==> src/rtl/t1fb_pkg.sv <==
package t1fb_pkg;
    localparam int D4_FRAMES  = 12;
    localparam int ESF_FRAMES = 24;
    localparam int IDX_W      = $clog2(ESF_FRAMES);
    localparam int BYTE_W     = 8;
    // channel bit n (1 = MSB) sits at vector index BYTE_W-n
    localparam int BIT2_POS   = BYTE_W - 2;
    localparam int BIT7_POS   = BYTE_W - 7;
    // bit k of each sequence belongs to the k-th carrying frame
    localparam logic [5:0] FS_SEQ  = 6'b011100;
    localparam logic [5:0] FPS_SEQ = 6'b110100;

    typedef logic [IDX_W-1:0] idx_t;

    function automatic idx_t last_idx(input logic esf);
        return esf ? idx_t'(ESF_FRAMES - 1) : idx_t'(D4_FRAMES - 1);
    endfunction
endpackage

==> src/rtl/t1fb_seq.sv <==
module t1fb_seq
    import t1fb_pkg::*;
(
    input  logic clk,
    input  logic rst_n,
    input  logic frame_start,
    input  logic esf_mode,
    output idx_t idx_nxt
);
    typedef struct packed {
        idx_t idx;
        logic esf;
    } seq_st_t;

    seq_st_t st_d, st_q;
    idx_t    base;

    always_comb begin
        st_d     = st_q;
        st_d.esf = esf_mode;
        base     = (esf_mode != st_q.esf) ? last_idx(esf_mode) : st_q.idx;
        if (frame_start) begin
            st_d.idx = (base == last_idx(esf_mode)) ? '0 : base + 1'b1;
        end else begin
            st_d.idx = base;
        end
    end

    always_ff @(posedge clk or negedge rst_n) begin
        if (!rst_n) begin
            st_q.idx <= last_idx(1'b0);
            st_q.esf <= 1'b0;
        end else begin
            st_q <= st_d;
        end
    end

    assign idx_nxt = st_d.idx;
endmodule

==> src/rtl/t1fb_corrupt.sv <==
module t1fb_corrupt #(
    parameter int PERIOD    = 128,
    parameter int BURST_LEN = 3
) (
    input  logic clk,
    input  logic rst_n,
    input  logic pat_stb,
    input  logic burst_ctl,
    input  logic period_ctl,
    output logic invert
);
    localparam int PC_W = (PERIOD > 1) ? $clog2(PERIOD) : 1;
    localparam int BL_W = $clog2(BURST_LEN + 1);

    typedef struct packed {
        logic            burst_prev;
        logic [BL_W-1:0] left;
        logic [PC_W-1:0] pcnt;
    } cor_st_t;

    cor_st_t         st_d, st_q;
    logic [BL_W-1:0] left_eff;
    logic            hit_b, hit_p;

    always_comb begin
        st_d            = st_q;
        st_d.burst_prev = burst_ctl;
        left_eff        = (burst_ctl && !st_q.burst_prev) ? BL_W'(BURST_LEN) : st_q.left;
        hit_b           = pat_stb && (left_eff != '0);
        st_d.left       = hit_b ? left_eff - 1'b1 : left_eff;
        hit_p           = 1'b0;
        if (!period_ctl) begin
            st_d.pcnt = '0;
        end else if (pat_stb) begin
            hit_p     = (st_q.pcnt == '0);
            st_d.pcnt = (st_q.pcnt == PC_W'(PERIOD - 1)) ? '0 : st_q.pcnt + 1'b1;
        end
        invert = hit_b | hit_p;
    end

    always_ff @(posedge clk or negedge rst_n) begin
        if (!rst_n) begin
            st_q <= '0;
        end else begin
            st_q <= st_d;
        end
    end
endmodule

==> src/rtl/t1fb_chan.sv <==
module t1fb_chan
    import t1fb_pkg::*;
(
    input  logic              clk,
    input  logic              rst_n,
    input  logic              ch_valid,
    input  logic [BYTE_W-1:0] ch_data,
    input  logic              clr_bit2,
    input  logic              zs_en,
    output logic              out_valid,
    output logic [BYTE_W-1:0] out_data
);
    typedef struct packed {
        logic              vld;
        logic [BYTE_W-1:0] data;
    } chan_st_t;

    chan_st_t          st_d, st_q;
    logic [BYTE_W-1:0] masked;

    always_comb begin
        st_d     = st_q;
        st_d.vld = ch_valid;
        masked   = ch_data;
        if (clr_bit2) masked[BIT2_POS] = 1'b0;
        if (zs_en && (masked == '0)) masked[BIT7_POS] = 1'b1;
        if (ch_valid) st_d.data = masked;
    end

    always_ff @(posedge clk or negedge rst_n) begin
        if (!rst_n) begin
            st_q <= '0;
        end else begin
            st_q <= st_d;
        end
    end

    assign out_valid = st_q.vld;
    assign out_data  = st_q.data;
endmodule

==> src/rtl/t1_fbit_injector.sv <==
module t1_fbit_injector
    import t1fb_pkg::*;
#(
    parameter int PERIOD    = 128,
    parameter int BURST_LEN = 3
) (
    input  logic       clk,
    input  logic       rst_n,
    input  logic       frame_start,
    input  logic       ch_valid,
    input  logic [7:0] ch_data,
    input  logic       esf_mode,
    input  logic       zs_en,
    input  logic       yel_en,
    input  logic       yel_fs_style,
    input  logic       fs_ins_en,
    input  logic [5:0] fs_pattern,
    input  logic       burst_ctl,
    input  logic       period_ctl,
    output logic       fbit,
    output logic       out_valid,
    output logic [7:0] out_data
);
    typedef struct packed {
        logic fbit;
    } top_st_t;

    top_st_t    st_d, st_q;
    idx_t       idx_nxt;
    logic       is_pat, pat_stb, invert, base_bit;
    logic [2:0] k;

    t1fb_seq u_seq (
        .clk         (clk),
        .rst_n       (rst_n),
        .frame_start (frame_start),
        .esf_mode    (esf_mode),
        .idx_nxt     (idx_nxt)
    );

    t1fb_corrupt #(
        .PERIOD    (PERIOD),
        .BURST_LEN (BURST_LEN)
    ) u_cor (
        .clk        (clk),
        .rst_n      (rst_n),
        .pat_stb    (pat_stb),
        .burst_ctl  (burst_ctl),
        .period_ctl (period_ctl),
        .invert     (invert)
    );

    t1fb_chan u_chan (
        .clk       (clk),
        .rst_n     (rst_n),
        .ch_valid  (ch_valid),
        .ch_data   (ch_data),
        .clr_bit2  (yel_en && !esf_mode && !yel_fs_style),
        .zs_en     (zs_en),
        .out_valid (out_valid),
        .out_data  (out_data)
    );

    always_comb begin
        st_d     = st_q;
        is_pat   = 1'b0;
        base_bit = 1'b0;
        k        = '0;
        if (!esf_mode) begin
            k = idx_nxt[3:1];
            if (!idx_nxt[0]) begin
                is_pat   = 1'b1;
                base_bit = ~idx_nxt[1];
            end else begin
                base_bit = fs_ins_en ? fs_pattern[k] : FS_SEQ[k];
                if (yel_en && yel_fs_style && (idx_nxt == idx_t'(D4_FRAMES - 1))) base_bit = 1'b1;
            end
        end else if (idx_nxt[1:0] == 2'b11) begin
            k        = idx_nxt[4:2];
            is_pat   = 1'b1;
            base_bit = FPS_SEQ[k];
        end
        pat_stb = frame_start && is_pat;
        if (frame_start) st_d.fbit = base_bit ^ (is_pat && invert);
    end

    always_ff @(posedge clk or negedge rst_n) begin
        if (!rst_n) begin
            st_q <= '0;
        end else begin
            st_q <= st_d;
        end
    end

    assign fbit = st_q.fbit;
endmodule

==> config.mk <==
export PLATFORM = sky130hd
export DESIGN_NAME = t1_fbit_injector
export DESIGN_NICKNAME = d
export VERILOG_FILES = /design/src/rtl/t1fb_pkg.sv /design/src/rtl/t1fb_seq.sv /design/src/rtl/t1fb_corrupt.sv /design/src/rtl/t1fb_chan.sv /design/src/rtl/t1_fbit_injector.sv
export SDC_FILE = /design/constraint.sdc
export NUM_CORES = 1
export LEC_CHECK = 0
export CAP_MARGIN = 10
export CORE_AREA = 4 4 89 58
export CTS_BUF_LIST = sky130_fd_sc_hd__clkbuf_8
export CTS_CLUSTER_SIZE = 40
export DETAILED_ROUTE_END_ITERATION = 7
export DIE_AREA = 0 0 93 62
export DONT_BUFFER_PORTS = 1
export PLACE_DENSITY = 0.6
export SETUP_SLACK_MARGIN = 0.3
export SLEW_MARGIN = 20
export SYNTH_ARGS = -nofsm -noshare
export SYNTH_HDL_FRONTEND = slang
export SYNTH_SLANG_ARGS = --single-unit
==> constraint.sdc <==
create_clock -name clk -period 3.17 [get_ports clk]
set_clock_uncertainty 0.1 [all_clocks]
set_input_delay 0.1585 -clock clk [delete_from_list [all_inputs] [get_ports clk]]
set_output_delay 0.1585 -clock clk [all_outputs]
set_load 0.005 [all_outputs]
* Word level (Yosys, flattened, before mapping)
Memories as Yosys holds them, arrays and structs flattened.
Index checks and enable logic that the tools add are counted.
** Cells by class
- Bitwise gates (word level) :: 3
- Reduce and logical (&&, ||, !) cells :: 15
- $add $sub $neg :: 3
- Order comparisons :: 2
- Mux-type cells :: 25
- Equality and inequality tests :: 6
** Operator list (count)
- 7-bit 2-to-1 mux :: 3
- 5-bit 2-to-1 mux :: 4
- 1-bit 2-to-1 mux :: 15
- 1-bit logical AND :: 9
- 8-bit logical NOT :: 1
- 3-bit by 4-bit < comparator with 1-bit output (second input constant) :: 2
- 7-bit by 1-bit adder with 7-bit output (second input constant) :: 1
- 7-bit == test (second input constant) :: 1
- 7-bit logical NOT :: 1
- 5-bit by 1-bit adder with 5-bit output (second input constant) :: 1
- 5-bit by 4-bit == test with 1-bit output (second input constant) :: 1
- 5-bit == test :: 1
- 2-bit 2-to-1 mux :: 2
- 1-bit binary-select mux with 3-bit select :: 1
- 1-bit logical NOT :: 3
- 2-bit == test (second input constant) :: 1
- 2-bit by 1-bit != test with 1-bit output (second input constant) :: 1
- 2-bit nonzero test :: 1
- 2-bit by 1-bit subtractor with 2-bit output (second input constant) :: 1
- 1-bit != test :: 1
- 1-bit inverter :: 1
- 1-bit OR :: 1
- 1-bit XOR :: 1
** Word-level totals
- Register bits :: 26
- ROM bits :: 16
- Input port bits :: 25
- Output and inout port bits :: 10
- Memories :: 2
- Logic and storage cells :: 64
** Memories
- (name not given) :: words 8, bits a word 1, read ports 1, clocked after Yosys merged registers in 0, write ports 0, line t1_fbit_injector.sv:81 : base_bit = FPS_SEQ[k];
- (name not given) :: words 8, bits a word 1, read ports 1, clocked after Yosys merged registers in 0, write ports 0, line t1_fbit_injector.sv:75 : base_bit = fs_ins_en ? fs_pattern[k] : FS_SEQ[k];

* Logic depth before layout (Yosys ltp)
- Word-level depth :: 14
- Depth in mapped cells :: 13

* Cells and area by module
Synthesis repeated with hierarchy kept, for this count alone.
** Unflattened totals
- Cells, all modules :: 148
- Area, all modules :: 1526.5 um^2
** Modules (own cells, without submodules)
- t1fb_corrupt :: sequential area each 250.2 um^2, times used 1, cells an instance 53, area each 546.8 um^2
- t1fb_seq :: sequential area each 153.9 um^2, times used 1, cells an instance 42, area each 381.6 um^2
- t1fb_chan :: sequential area each 225.2 um^2, times used 1, cells an instance 22, area each 351.6 um^2
- t1_fbit_injector :: sequential area each 25.0 um^2, times used 1, cells an instance 31, area each 246.5 um^2

* Worst setup path before layout
No wires, ideal clock.
- Path type :: reg2reg
- Start point :: reg u_seq.st_q[0] (netlist name)
- End point :: reg st_q (netlist: fbit)
- Setup time :: 131 ps
- Arrival time :: 2852 ps
- Setup slack :: 87 ps
- Clock period less this slack :: 3083 ps
- Path buffers :: 0
- Cell stages (with the launch flop) :: 12
- Path through :: dfrtp_1 -> xnor2_2 -> nor2b_1 -> inv_1 -> ha_1 -> nor2b_1 -> a21oi_4 -> mux2_2 -> a2111oi_4 -> o31ai_2 -> nor2b_1 -> or3_1
** Between the ends
- Cells in the longest elaborated chain, start to end :: 14
- Elaborated cells between the ends (all ways) :: 31
- Classes of those cells :: add/sub: 1; eq/ne: 4; mux: 17; bitwise: 3; reduce/logical: 4; memory: 2
** RTL lines
- start, declared :: line t1fb_seq.sv:15 : seq_st_t st_d, st_q;
- start signal, assigned :: line t1fb_seq.sv:34 : st_q <= st_d;
- 1-bit != test (*) :: line t1fb_seq.sv:21 : base = (esf_mode != st_q.esf) ? last_idx(esf_mode) : st_q.idx;
- 5-bit 2-to-1 mux (*) :: line t1fb_seq.sv:21
- 5-bit by 1-bit adder with 5-bit output / 5-bit == test (equally long branches) :: line t1fb_seq.sv:23 : st_d.idx = (base == last_idx(esf_mode)) ? '0 : base + 1'b1;
- 5-bit 2-to-1 mux :: line t1fb_seq.sv:23
- 5-bit 2-to-1 mux (*) :: line t1fb_seq.sv:22 : if (frame_start) begin
- via idx_nxt[1] :: line t1_fbit_injector.sv:29 : idx_t idx_nxt;
- parallel branches: the longest is 8 deep, another holds memory 8 x 1 bit
- 1-bit XOR (*) :: line t1_fbit_injector.sv:84 : if (frame_start) st_d.fbit = base_bit ^ (is_pat && invert);
- end signal, assigned :: line t1_fbit_injector.sv:91 : st_q <= st_d;
- end, declared :: line t1_fbit_injector.sv:28 : top_st_t st_d, st_q;
Mark *: on every way through the listed nets, which the timed path passes. The select of a mux whose other input is x is not followed.
A chain may end at the register's enable or synchronous reset.

* Final worst setup path
- Start point :: reg u_seq.st_q[2] (netlist name)
- End point :: reg st_q (netlist: fbit)
** Between the ends
- Cells in the longest elaborated chain, start to end :: 13
- Elaborated cells between the ends (all ways) :: 30
- Classes of those cells :: add/sub: 1; eq/ne: 3; mux: 17; bitwise: 3; reduce/logical: 4; memory: 2
** RTL lines (line)
- 5-bit 2-to-1 mux (*) :: t1fb_seq.sv:21
- 5-bit by 1-bit adder with 5-bit output / 5-bit == test (equally long branches) :: t1fb_seq.sv:23
- 5-bit 2-to-1 mux :: t1fb_seq.sv:23
- 5-bit 2-to-1 mux (*) :: t1fb_seq.sv:22
- parallel branches: the longest is 8 deep, another holds memory 8 x 1 bit
- 1-bit XOR (*) :: t1_fbit_injector.sv:84
Mark *: on every way between the ends. The select of a mux whose other input is x is not followed.

==> results.toml <==
[hold_path]
hold_path_startpoint = "ch_data[6]"
hp-class = "primary input to register"

[sta]
period_needed_ns = 2.78
post-route-period-util = 0.878
setup_tns_ns = 0
slew_viol_final = 0
max-slew-margin-rel = 0.739
worstMarginPinSlew_ns = 0.390
hold_viol = 0
max_freq_ghz = 0.359
setup-violations-final = 0
grt_setup_unrepaired = "false"

[logic_synthesis]
synth_edf_count = 0
synth_fp_nets = 199
synthMuxAreaShare = 0.0648
yosys.area_share.xor_xnor = 0.0462
ys_ff_latch = 26
yosysWarnings = 0
synth_cell_types = 56
synth_seq_area_share = 0.389
synth-compound-area-share = 0.200
syn_inst = 170
synth_ff_type = "dfrtp_1"
async_flop_share = 1.00
synth_fa_ha_area_frac = 0.0432
synth_top_family_by_area = "simple AND/OR/NAND/NOR gates"
synth-simple-area-share = 0.211
syn_avg_cell_area_um2 = 9.88
netlist_area_um2 = 1680

[grt]
grt_pass1_wl_mm = 6.44
grt_use_met1 = 0.198
grt_max_degree = 27
first_global_vias = 1343
grt_antenna_before_repair = 0
top_usage_layer = "met2"
grt_overflow_total = 0
met3_usage = 0.0505
grt.total_usage = 0.144
grt_util_met2 = 0.227

[cts]
cts_buffers = 3
htreeDepth = 1
cts_tree = "built"
path_clk_slew_ns = 0.10
cts_sinks = 26
clockBufferDepth = 2
cts_root_buf = "clkbuf_8"
clkLatencyLatePin_ns = 0.27

[run]
maxCapViolCount = 0

[cells_and_area]
layout_commonest_cell = "dfrtp_1"
drive_above_1_share = 0.291
nFillCells = 407
antenna_cells = 0
nNetsFinal = 229
seq_area_um2 = 656
areaGrowthSynthToFinish_pct = 29.9
fin_util = 0.499
multi_input_area_um2 = 1060
layout_common_cells = "dfrtp_1 (22), buf_4 (16), nor2_1 (14)"

[floorplan]
die_h_um = 62
initial_utilization = 0.384
die_w_um = 93
ios = 35
dieArea_um2 = 5770
rows = 19
core-area_um2 = 4370

[worst_setup_path]
critPathLaunchType = "register"
timing.rr.start = "u_seq.st_q[2]"
cp-startpoint = "u_seq.st_q[2]"
worstPathRequired_ns = 3.23
crit_fanout = 5
slowest_delay_ns = 0.59
crit_path_end_kind = "register"
cp_slowest_cell = "dfstp_2"
arrival_ns = 2.84
cp_cell_sequence = "nand2b_1, ha_4, and2_4, nand2_1, a2bb2oi_4, o41ai_2, a31oi_1, o31ai_2, buf_4, nor3b_1, or3_1"
crit_type = "register to register"

[drt]
vias = 1382
first_pass_iters = 4
drc_errors = 0
ant_nets = 0
first_iter_violations = 115
vias_per_cell = 5.27
drt_wl_total_mm = 4.03
avgRoutedWirePerCell_um = 15.4

[power_and_ir_drop]
power.density_nw_per_um2 = 500
total_power_w = 0.00109
ir_drop_uv = 329
p_leak_nw = 0.874

[run_status]
outcome = "finished, final reports clean"

[place]
io_buffers = 0
gp_congestion = 0.778
post-dp-hpwl_mm = 2.85
-- state kept, by name, summed over array words and instances, names as in the netlist --
| register | cells |
|---|---|
| u_chan.out_valid | 1 |
| u_seq.st_q | 6 |
| u_cor.st_q | 10 |
| fbit | 1 |
| u_chan.out_data | 8 |
-- power breakdown --
group	leakage [nW]	internal [W]	total [W]	switching, W
registers	0.313	0.000385	0.000440	0.0000552
clock network	0.0357	0.000169	0.000274	0.000105
logic	0.526	0.000201	0.000378	0.000176
total	0.874	0.000755	0.00109	0.000337
-- final cells by class --
| class | instances | share of cell area |
|---|---|---|
| Sequential cell | 26 | 0.300 |
| Clock inverter | 1 | 0.0138 |
| Timing Repair Buffer | 30 | 0.124 |
| Multi-Input combinational cell | 127 | 0.487 |
| Clock buffer | 3 | 0.0189 |
| Inverter | 12 | 0.0206 |
| Tap cell | 63 | 0.0361 |
-- repair_timing --
action,in CTS,in global routing
endpoints found under the setup margin,1,1
hold buffers,14,0
gates resized for setup,2,12
hold endpoints to repair,45,0
buffers inserted,4,10
pin swaps,1,15
-- per-stage QoR --
stage	cell area (um^2)	hold slack [ns]	instances	setup slack, ns
final	2180	0.0390	262	0.385
after global routing	2180	0.0423	262	0.251
after CTS	2050	0.00728	252	0.318
after detailed placement	1780	-0.236	230	0.229
after global placement	1780	-0.236	230	0.282
after floorplan	1720	-0.237	170	0.348
-- critical path: cells and delay by family (launching register included) --
kind | cells | cell delay, ns
compound gates | 4 | 0.81
fa+ha+maj | 1 | 0.19
buf+inv | 1 | 0.15
simple gates | 5 | 0.82
flops | 1 | 0.59
-- cells by family (layout without fill, tap and decap cells) --
kind of cell    Yosys count  after routing
compound gates           40             40
xor+xnor                  8              8
fa+ha+maj                 6              6
buf+inv                  17             46
flops                    26             26
mux                      10             10
simple gates             63             63
-- synthesized netlist by cell type (3+ instances only) --
library cell | number | area (um^2)
nand2_1 | 6 | 22.5
nand3_1 | 7 | 35.0
dfrtp_1 | 23 | 576
or3_1 | 3 | 18.8
and2_1 | 6 | 37.5
o211ai_1 | 4 | 30.0
ha_1 | 4 | 50.1
nor2_1 | 14 | 52.6
o21ai_0 | 4 | 20.0
nor3_1 | 4 | 20.0
mux2_2 | 7 | 78.8
dfstp_2 | 3 | 78.8
nor2b_1 | 7 | 43.8
a211oi_1 | 5 | 37.5
a21oi_1 | 5 | 25.0
mux2i_1 | 3 | 30.0
inv_1 | 11 | 41.3
xnor2_1 | 5 | 43.8
-- routing by layer --
| layer | share of wire | vias up |
|---|---|---|
| met2 | 0.44 | 41 |
| li1 | - | 672 |
| met3 | 0.078 | 4 |
| met4 | 0.0072 | 0 |
| met5 | 0 | - |
| met1 | 0.47 | 665 |
-- worst paths after layout --
kind,end,slack (ns),depth (start not counted)
worst max-delay path,fbit,0.39,11
worst min-delay path,u_chan.out_data[6],0.04,2
worst max register to register,fbit,0.39,11
worst min register to register,u_cor.st_q[7],0.45,2
max in group asynchronous,u_seq.st_q[4],2.52,2
min in group asynchronous,u_cor.st_q[5],0.20,2
Note: power is estimated with default switching activity, not from simulation.
